`src/rtl/seq_pkg.sv`:
```
package seq_pkg;
  localparam int NSTATE = 16;
  localparam int NCLS   = 10;

  // state indices
  localparam int S_ENTRY  = 0;
  localparam int S_IMMHI  = 1;
  localparam int S_STALL  = 2;
  localparam int S_FINAL  = 3;
  localparam int S_LDA    = 4;
  localparam int S_LDEND  = 5;
  localparam int S_XFER   = 6;
  localparam int S_STEND  = 7;
  localparam int S_PSPOP  = 8;
  localparam int S_PSPUSH = 9;
  localparam int S_ROOT   = 10;
  localparam int S_QUOT   = 11;
  localparam int S_QFIX   = 12;
  localparam int S_PROD   = 13;
  localparam int S_PFIX   = 14;
  localparam int S_CALL   = 15;

  typedef enum logic [3:0] {
    CL_ALU, CL_SHIFT, CL_MUL, CL_DIV, CL_SQRT,
    CL_LOAD, CL_STORE, CL_RETI, CL_TRAP, CL_JSRA
  } cls_e;

  // lowest set bit wins; empty vector is ALU
  function automatic cls_e pick_class(input logic [NCLS-1:0] v);
    cls_e c = CL_ALU;
    for (int i = NCLS - 1; i >= 0; i--)
      if (v[i]) c = cls_e'(i[3:0]);
    return c;
  endfunction

  function automatic logic is_mem(input cls_e c);
    return (c == CL_LOAD) || (c == CL_STORE);
  endfunction

  function automatic logic is_dwell(input logic [3:0] idx);
    return (idx == 4'(S_STALL)) || (idx == 4'(S_ROOT)) ||
           (idx == 4'(S_QUOT))  || (idx == 4'(S_PROD));
  endfunction
endpackage

```
`src/rtl/seq_entry_route.sv`:
```
module seq_entry_route
  import seq_pkg::*;
#(
  parameter int CNT_W      = 5,
  parameter int MUL_ITERS  = 16,
  parameter int DIV_ITERS  = 16,
  parameter int SQRT_ITERS = 8
)(
  input  cls_e             cls_i,
  input  logic             wide_i,
  input  logic [CNT_W-1:0] n_i,
  output logic [3:0]       entry_o,
  output logic             dwell_o,
  output logic [CNT_W-1:0] hval_o
);
  always_comb begin
    entry_o = 4'(S_ENTRY);
    hval_o  = '0;
    unique case (cls_i)
      CL_SHIFT: begin
        entry_o = (n_i == '0) ? 4'(S_FINAL) : 4'(S_STALL);
        hval_o  = n_i;
      end
      CL_MUL:   begin entry_o = 4'(S_PROD); hval_o = CNT_W'(MUL_ITERS);  end
      CL_DIV:   begin entry_o = 4'(S_QUOT); hval_o = CNT_W'(DIV_ITERS);  end
      CL_SQRT:  begin entry_o = 4'(S_ROOT); hval_o = CNT_W'(SQRT_ITERS); end
      CL_LOAD:  entry_o = wide_i ? 4'(S_LDA)  : 4'(S_LDEND);
      CL_STORE: entry_o = wide_i ? 4'(S_XFER) : 4'(S_STEND);
      CL_RETI:  entry_o = 4'(S_PSPOP);
      CL_TRAP,
      CL_JSRA:  entry_o = 4'(S_CALL);
      default:  entry_o = 4'(S_ENTRY);
    endcase
  end

  assign dwell_o = is_dwell(entry_o);
endmodule

```
`src/rtl/seq_iter_ctr.sv`:
```
module seq_iter_ctr #(
  parameter int CNT_W = 5
)(
  input  logic             clk,
  input  logic             rst,
  input  logic             load_i,
  input  logic [CNT_W-1:0] load_val_i,
  input  logic             dwell_i,
  output logic             last_o
);
  logic [CNT_W-1:0] h_q;

  always_ff @(posedge clk) begin
    if (rst)          h_q <= '0;
    else if (load_i)  h_q <= load_val_i;
    else if (dwell_i) h_q <= h_q - 1'b1;
  end

  assign last_o = (h_q == CNT_W'(1));

  // a dwell state never sees an exhausted counter
  a_r5_dwell_live: assert property (@(posedge clk) disable iff (rst)
    dwell_i |-> h_q != '0);

  // each dwell cycle consumes exactly one count
  a_r6_count_step: assert property (@(posedge clk) disable iff (rst)
    (dwell_i && !last_o && !load_i) |=> h_q == $past(h_q) - 1'b1);
endmodule

```
`src/rtl/seq_strobe_dec.sv`:
```
module seq_strobe_dec
  import seq_pkg::*;
(
  input  logic              clk,
  input  logic              rst,
  input  logic [NSTATE-1:0] st_i,
  input  logic [1:0]        imm_len_i,
  input  logic              wr_i,
  output logic              imm_lo_o,
  output logic              imm_hi_o,
  output logic              ld_byte_o,
  output logic              st_byte_o,
  output logic              ps_pop_o,
  output logic              ps_push_o,
  output logic              sign_fix_o
);
  assign imm_lo_o   = st_i[S_ENTRY] & (|imm_len_i);
  assign imm_hi_o   = st_i[S_IMMHI];
  assign ld_byte_o  = st_i[S_LDA] | st_i[S_LDEND] | (st_i[S_XFER] & ~wr_i);
  assign st_byte_o  = st_i[S_STEND] | (st_i[S_XFER] & wr_i);
  assign ps_pop_o   = st_i[S_PSPOP];
  assign ps_push_o  = st_i[S_PSPUSH];
  assign sign_fix_o = st_i[S_QFIX] | st_i[S_PFIX];

  // sign correction only directly after a multiply or divide dwell
  a_r6_fix_after_dwell: assert property (@(posedge clk) disable iff (rst)
    sign_fix_o |-> $past(st_i[S_QUOT] | st_i[S_PROD]));

  // a status push is followed by the final store byte
  a_r11_push_then_store: assert property (@(posedge clk) disable iff (rst)
    ps_push_o |=> st_byte_o);

  // a status pop is followed by a load byte
  a_r10_pop_then_load: assert property (@(posedge clk) disable iff (rst)
    ps_pop_o |=> ld_byte_o);
endmodule

```
`src/rtl/mcyc_sequencer.sv`:
```
module mcyc_sequencer
  import seq_pkg::*;
#(
  parameter int CNT_W      = 5,
  parameter int MUL_ITERS  = 16,
  parameter int DIV_ITERS  = 16,
  parameter int SQRT_ITERS = 8
)(
  input  logic              clk,
  input  logic              rst,
  input  logic [NCLS-1:0]   cls_vec_i,
  input  logic              wide_i,
  input  logic              signed_i,
  input  logic [1:0]        imm_len_i,
  input  logic [CNT_W-1:0]  iter_n_i,
  output logic [NSTATE-1:0] state_o,
  output logic              imm_lo_o,
  output logic              imm_hi_o,
  output logic              ld_byte_o,
  output logic              st_byte_o,
  output logic              ps_pop_o,
  output logic              ps_push_o,
  output logic              sign_fix_o,
  output logic              fetch_o,
  output logic              done_o
);
  localparam logic [NSTATE-1:0] ENTRY_OH = NSTATE'(1);

  logic [NSTATE-1:0] state_q, state_d, nxt_oh;
  logic [3:0]        nxt_idx, entry_idx;
  cls_e              cls_q, cur_cls;
  logic              wide_q, sgn_q, cur_wide, wr_q;
  logic [CNT_W-1:0]  n_q, cur_n, hval;
  logic              at_entry, imm_word, route_go, ent_dwell, h_last, in_dwell;

  // decoder fields are live in the entry cycle, latched copies afterwards
  assign at_entry = state_q[S_ENTRY];
  assign cur_cls  = at_entry ? pick_class(cls_vec_i) : cls_q;
  assign cur_wide = at_entry ? wide_i   : wide_q;
  assign cur_n    = at_entry ? iter_n_i : n_q;
  assign imm_word = imm_len_i[1];
  assign route_go = (at_entry & ~imm_word) | state_q[S_IMMHI];
  assign wr_q     = (cls_q == CL_STORE) || (cls_q == CL_JSRA);
  assign in_dwell = state_q[S_STALL] | state_q[S_ROOT] |
                    state_q[S_QUOT]  | state_q[S_PROD];

  always_ff @(posedge clk) begin
    if (rst) begin
      cls_q  <= CL_ALU;
      wide_q <= 1'b0;
      sgn_q  <= 1'b0;
      n_q    <= '0;
    end else if (at_entry) begin
      cls_q  <= pick_class(cls_vec_i);
      wide_q <= wide_i;
      sgn_q  <= signed_i;
      n_q    <= iter_n_i;
    end
  end

  seq_entry_route #(
    .CNT_W(CNT_W), .MUL_ITERS(MUL_ITERS),
    .DIV_ITERS(DIV_ITERS), .SQRT_ITERS(SQRT_ITERS)
  ) route_i (
    .cls_i(cur_cls), .wide_i(cur_wide), .n_i(cur_n),
    .entry_o(entry_idx), .dwell_o(ent_dwell), .hval_o(hval)
  );

  seq_iter_ctr #(.CNT_W(CNT_W)) ctr_i (
    .clk(clk), .rst(rst),
    .load_i(route_go & ent_dwell), .load_val_i(hval),
    .dwell_i(in_dwell), .last_o(h_last)
  );

  always_comb begin
    nxt_idx = 4'(S_ENTRY);
    unique case (1'b1)
      state_q[S_ENTRY]:  nxt_idx = imm_word ? 4'(S_IMMHI) : entry_idx;
      state_q[S_IMMHI]:  nxt_idx = entry_idx;
      state_q[S_STALL]:  nxt_idx = h_last ? 4'(S_FINAL) : 4'(S_STALL);
      state_q[S_ROOT]:   nxt_idx = h_last ? 4'(S_FINAL) : 4'(S_ROOT);
      state_q[S_QUOT]:   nxt_idx = !h_last ? 4'(S_QUOT) :
                                   (sgn_q ? 4'(S_QFIX) : 4'(S_FINAL));
      state_q[S_PROD]:   nxt_idx = !h_last ? 4'(S_PROD) :
                                   (sgn_q ? 4'(S_PFIX) : 4'(S_FINAL));
      state_q[S_QFIX],
      state_q[S_PFIX]:   nxt_idx = 4'(S_FINAL);
      state_q[S_LDA]:    nxt_idx = 4'(S_XFER);
      state_q[S_XFER]:   nxt_idx = wr_q ? 4'(S_STEND) : 4'(S_LDEND);
      state_q[S_PSPOP]:  nxt_idx = 4'(S_LDA);
      state_q[S_PSPUSH]: nxt_idx = 4'(S_STEND);
      state_q[S_CALL]:   nxt_idx = (cls_q == CL_TRAP) ? 4'(S_PSPUSH) : 4'(S_XFER);
      default:           nxt_idx = 4'(S_ENTRY);
    endcase
  end

  for (genvar g = 0; g < NSTATE; g++) begin : g_oh
    assign nxt_oh[g] = (nxt_idx == 4'(g));
  end

  // reset steers the next-state path
  assign state_d = rst ? ENTRY_OH : nxt_oh;

  always_ff @(posedge clk) state_q <= state_d;

  assign state_o = state_q;
  assign done_o  = ~rst & nxt_oh[S_ENTRY];
  assign fetch_o = ~rst & ((route_go & is_mem(cur_cls)) |
                           (nxt_oh[S_ENTRY] & ~is_mem(cur_cls)));

  seq_strobe_dec strobe_i (
    .clk(clk), .rst(rst), .st_i(state_q), .imm_len_i(imm_len_i), .wr_i(wr_q),
    .imm_lo_o(imm_lo_o), .imm_hi_o(imm_hi_o), .ld_byte_o(ld_byte_o),
    .st_byte_o(st_byte_o), .ps_pop_o(ps_pop_o), .ps_push_o(ps_push_o),
    .sign_fix_o(sign_fix_o)
  );

  // exactly one state bit after reset
  a_r1_onehot: assert property (@(posedge clk) disable iff (rst)
    $countones(state_q) == 1);

  // reset lands in the entry state
  a_r2_reset_entry: assert property (@(posedge clk)
    rst |=> state_q == ENTRY_OH);

  // a finished instruction hands over to the entry state
  a_r12_done_to_entry: assert property (@(posedge clk) disable iff (rst)
    done_o |=> state_q[S_ENTRY]);
endmodule

```
`config.mk`:
```
export PLATFORM = sky130hd
export DESIGN_NAME = mcyc_sequencer
export DESIGN_NICKNAME = d
export VERILOG_FILES = /design/src/rtl/seq_pkg.sv /design/src/rtl/seq_entry_route.sv /design/src/rtl/seq_iter_ctr.sv /design/src/rtl/seq_strobe_dec.sv /design/src/rtl/mcyc_sequencer.sv
export SDC_FILE = /design/constraint.sdc
export NUM_CORES = 1
export LEC_CHECK = 0
export ABC_CLOCK_PERIOD_IN_PS = 3400
export BUFFER_PORTS_ARGS = -buffer_cell sky130_fd_sc_hd__buf_2
export CAP_MARGIN = 20
export CORE_ASPECT_RATIO = 0.6
export CORE_MARGIN = 3
export CORE_UTILIZATION = 52
export DETAILED_ROUTE_END_ITERATION = 10
export PLACE_DENSITY = 0.79
export SYNTH_ARGS = -nofsm -noshare
export SYNTH_HDL_FRONTEND = slang
export SYNTH_SLANG_ARGS = --single-unit
```
`constraint.sdc`:
```
create_clock -name clk -period 3.4 [get_ports clk]
set_input_delay 0.17 -clock clk [delete_from_list [all_inputs] [get_ports clk]]
set_output_delay 0.17 -clock clk [all_outputs]
set_load 0.05 [all_outputs]
```
### Word level (Yosys, flattened, before mapping)

Index checks and enable logic that the tools add are counted.

* order comparisons: 0
* divide/modulo/power cells: 0
* shift operators: 0
* bitwise operators: 22
* $add $sub $neg: 1
* reductions and logical operators: 12
* mux-type cells: 30
* multiply operators: 0
* equality and inequality tests: 32

Operators with widths (number)
* $mux W4: 18
* $eq A4 B4 Y1 const B: 15
* $pmux W4 S12: 1
* $eq A4 B3 Y1 const B: 9
* $pmux W4 S8: 1
* $eq A4 B2 Y1 const B: 5
* $mux W5: 3
* $pmux W5 S3: 1
* $and A1 B1 Y1: 9
* $or A1 B1 Y1: 9
* $eq A4 B1 Y1 const B: 2
* $reduce_or A2 Y1: 4
* $eq A5 B1 Y1 const B: 1
* $logic_not A5 Y1: 1
* $logic_or A1 B1 Y1: 5
* $mux W1: 5
* $sub A5 B1 Y5 const B: 1
* $logic_not A4 Y1: 1
* $not A1 Y1: 4
* $mux W2: 1
* $reduce_bool A2 Y1: 1

* ROM bits: 0
* bits in latches: 0
* memories kept: 0
* RAM bits: 0
* logic and storage cells: 103
* register bits: 32
* input port bits: 21
* output and inout port bits: 25

### Logic depth before layout (Yosys ltp)

* depth after elaboration: 20
* mapped depth: 10
* mapped depth without buffers: 10

### Modules after synthesis

Synthesis repeated with hierarchy kept, for this count alone.

* cell total of the unflattened synthesis: 215
* area total of the unflattened synthesis: 1825.5 µm²

Modules (own cells, without submodules)
* mcyc_sequencer: area an instance 1228.7 µm², cells each 137, times used 1, seq. area each 540.5 µm²
* seq_iter_ctr: area an instance 294.0 µm², cells each 33, times used 1, seq. area each 100.1 µm²
* seq_entry_route: area an instance 246.5 µm², cells each 36, times used 1, seq. area each 0.0 µm²
* seq_strobe_dec: area an instance 56.3 µm², cells each 9, times used 1, seq. area each 0.0 µm²

### Worst setup path before layout

Ideal clock, no wire load.

* kind: register to output
* start point: register state_q[0] (netlist: state_o[0])
* end point: output port fetch_o
* stages on the path, launching flop included: 10
* path buffers: 1
* slack: 0.031 ns
* data required time: 3.230 ns
* data arrival time: 3.199 ns
* cell sequence: dfxtp_1 > buf_2 > nand2b_1 > a2111oi_1 > a221oi_2 > xnor2_1 > o22ai_2 > a211oi_2 > nand2_2 > o31ai_2

* longest elaborated chain between the ends: 10
* elaborated cells on any way between the ends: 29
* those cells by class: eq/ne: 9; mux: 9; bitwise: 7; reduce/logical: 4

RTL lines
* start: declaration: RTL line mcyc_sequencer.sv:29 `logic [NSTATE-1:0] state_q, state_d, nxt_oh;`
* start signal: assignment: RTL line mcyc_sequencer.sv:104 `always_ff @(posedge clk) state_q <= state_d;`
* $mux W4 or $mux W5 (tied branches)
* $eq A4 B4 Y1 or $logic_not A5 Y1 (tied branches): RTL line seq_entry_route.sv:19, seq_entry_route.sv:21
* $reduce_or A2 Y1 or $mux W1 (tied branches): RTL line seq_entry_route.sv:19, seq_entry_route.sv:21
* $pmux W4 S8: RTL line seq_entry_route.sv:19 `unique case (cls_i)`
* $mux W4: RTL line mcyc_sequencer.sv:78 `state_q[S_ENTRY]: nxt_idx = imm_word ? 4'(S_IMMHI) : entry_idx;`
* $pmux W4 S12: RTL line mcyc_sequencer.sv:77 `unique case (1'b1)`
* $logic_not A4 Y1: RTL line mcyc_sequencer.sv:98 `assign nxt_oh[g] = (nxt_idx == 4'(g));`
* $and A1 B1 Y1: RTL line mcyc_sequencer.sv:109 `(nxt_oh[S_ENTRY] & ~is_mem(cur_cls)));`
* $or A1 B1 Y1 (*): RTL line mcyc_sequencer.sv:108 `assign fetch_o = ~rst & ((route_go & is_mem(cur_cls)) |`
* $and A1 B1 Y1 (*): RTL line mcyc_sequencer.sv:108
* end: declaration: RTL line mcyc_sequencer.sv:24 `output logic fetch_o,`

Every way passes the cells marked *; elsewhere a longest branch is shown, timed or not.

### Worst setup path in the final report

Same ends and word-level chain as after synthesis.

==> flow_summary.yaml <==
sta:
  rsz0062_at_grt: "false"
  slew_viol_final: 0
  worst_slew_pin_slew_ns: 0.547
  setup_violations: 0
  setup_tns_ns: 0
  fin_crit_sh_pct: 89.5
  min_period_ns: 3.04
  max_freq_mhz: 329
  hold_viol_final: 0
  fin_worst_skew_ns: 0.00490
  relSlewSlack_pct: 63.5
  setup_ws_ns: 0.358
yosys:
  ys_seq_elements: 32
  ys_types: 52
  synth-edff-count: 0
  synth_top_area_share_pct: 35.9
  synth_most_common_cell: "nor2_1"
  synthCells: 219
  synth.area.top_cells: "dfxtp_1 (36%), nor2_1 (9.3%), mux2i_1 (3.9%), nand2b_1 (3.2%), nand2_1 (2.9%)"
  ys.flop_type: "dfxtp_1"
  avgSynthCellArea_sq_um: 8.15
  yosysSeqAreaShare_pct: 35.9
  async_flop_share_pct: 0
  ys.warnings.count: 0
  syn_nets: 242
  yosys-top-cells-count: "nor2_1 (44), dfxtp_1 (32), nand2_1 (14), inv_1 (9), nand2b_1 (9)"
  syn_area_sq_um: 1790
  yosysTopAreaCell: "dfxtp_1"
finish:
  fillerInstances: 255
  num_antenna_cells: 0
  syn_to_final_growth_pct: 21.7
  finalInstanceArea_sq_um: 2170
  nNetsFinal: 288
  drive_gt1_share_pct: 29.3
  multiInputGateArea_sq_um: 1080
  regArea_sq_um: 642
setup_path:
  required_ns: 3.23
  path_max_fanout: 11
  critPathMaxStageDelay_ns: 0.43
  crit_arrival_ns: 2.87
  crit_family: "compound AO/OA/AOI/OAI gates"
  crit_type: "reg2out"
  path_cells: "nand2b_1 > a2111oi_2 > a221oi_4 > xnor2_2 > o22ai_2 > a211oi_2 > nand2_2 > o31ai_2 > buf_2"
  ff2ff_path_depth: 8
  cp_slowest_cell: "dfxtp_2"
  path_buf_inv: 1
  crit_cells: 9
  start_kind: "flip-flop"
  worstSetupEndpointType: "output port"
place:
  port_buffers: 45
  placed_cell_area_sq_um: 2030
  place_congestion: 0.942
  place_ws_ns: 0.395
  place_hpwl_um: 3540
clock_network:
  cts_tree: "built"
  cts_root_buf: "clkbuf_8"
  clock_path_buffers: 2
  htreeDepth: 2
  clk_transition_reported_paths_ns: 0.07
  numCtsBuffers: 5
  clock_latency_ns: 0.28
  cts_num_sinks: 32
  cts_hold_buffers: 0
  post_cts_buffers: 0
die:
  die_w_um: 81.7
  rows: 15
  initial_utilization_pct: 58.4
  die_area_sq_um: 4200
  core_sq_um: 3060
  die_y_um: 51.4
  io_pins: 46
flow_run:
  cap_violations: 0
pwr:
  leakage_nw: 0.990
  ir_drop_v: 0.000523
  power.total_mw: 1.73
  p_per_area_nw_per_um2: 798
route:
  routed-wl-met3_um: 408
  m1WireLength_um: 2200
  top_layer: "met4"
  vias: 1742
  drc: 0
  totalWireLength_um: 4520
  drt_iter0_markers: 102
  drtPass1Iterations: 4
  antenna_violating_nets_post_route: 0
  via_per_inst: 5.66
  wl_met2_um: 1880
  wl_per_cell_um: 14.7
min_path:
  hold_path.class: "in2reg"
  hold_depth: 3
run_status:
  status: "completed"
grt:
  grt_max_degree: 21
  grt_first_pass_wirelength_um: 7290
  grt_usage_pct: 23.2
  antenna_found_initial: 0
  grt_pass1_vias: 1556
  grt-ovfl-total: 0
==> state kept, by name, indices dropped and copies added (netlist names) <==
name and cells:
sgn_q 1, ctr_i.h_q 5, wide_q 1, cls_q 4
state_o 16, n_q 5
==> timing repair <==
item | CTS | global route
endpoints found under the setup margin | 0 | 2
hold endpoints to repair | 0 | 0
gates resized for setup | 0 | 5
==> metal layers <==
| layer | vias to the layer above | global-route usage [%] |
|---|---|---|
| met5 | - | 0 |
| met4 | 0 | 6.08 |
| met3 | 5 | 7.22 |
| met2 | 80 | 32.2 |
| met1 | 795 | 34.1 |
| li1 | 862 | - |
==> final timing paths <==
path,start,to,slack [ns]
setup reg to reg,state_o[0]$_SDFF_PP1_,ctr_i.h_q[1]$_SDFFE_PP0P_,0.80
hold / removal,signed_i,sgn_q$_SDFFE_PP0P_,0.13
hold reg to reg,wide_q$_SDFF_PP0_,wide_q$_SDFF_PP0_,0.51
setup / recovery,state_o[0]$_SDFF_PP1_,fetch_o,0.36
==> cell type report <==
type,count,area share (%)
Timing Repair Buffer,48,11.4
Multi-Input combinational cell,169,49.9
Sequential cell,32,29.6
Clock buffer,5,3.17
Inverter,9,1.56
Clock inverter,3,1.96
Tap cell,42,2.42
==> kinds of logic after synthesis <==
| logic type | count (synthesis) | synth area share [%] |
|---|---|---|
| XOR/XNOR | 7 | 3.43 |
| adder cells (fa/ha/maj) | 2 | 1.40 |
| flip-flops | 32 | 35.9 |
| AND/OR/NAND/NOR | 103 | 28.1 |
| AO/OA/AOI/OAI | 48 | 20.8 |
| multiplexers | 9 | 5.40 |
| buffers and inverters | 18 | 4.98 |
==> stage by stage <==
stage | util, % | cells | hold WS (ns)
final | 71.0 | 308 | 0.134
after global routing | 71.0 | 308 | 0.173
after CTS | 70.0 | 308 | 0.133
after detailed placement | 66.4 | 300 | 0.438
after global placement | 66.4 | 300 | 0.413
after floorplan | - | 219 | 0.254
==> where the power goes <==
part	switching, mW	internal [mW]	total [mW]
Clock	0.141	0.217	0.358
Sequential	0.0651	0.446	0.511
Combinational	0.581	0.284	0.865
==> placed cells by master (no fill, tap or decap), types with 2 or more instances in the layout <==
master and count:
buf_4 3, nor2_1 44, o31ai_2 3, xnor2_1 2
dfxtp_1 31, nand4_1 4, or3_1 3, a22oi_1 2
a21o_1 3, nand2b_1 9, nand3_1 6, or2_2 4
mux2i_1 7, o31ai_1 7, nor3_1 4, a22o_1 2
nand2_1 14, o21ai_0 8, and2_1 3, buf_2 45
nor4_1 3, xor2_1 4, clkbuf_8 5, nor2b_1 2
ha_1 2, inv_1 9, a21oi_1 8
==> worst register-to-register path, delay by kind of cell, from the launching register on <==
kind,cells,cell delay [ns]
multiplexers,1,0.30
AO/OA/AOI/OAI,5,1.44
AND/OR/NAND/NOR,2,0.32
flip-flops,1,0.43
(Power assumes the default switching activity.)
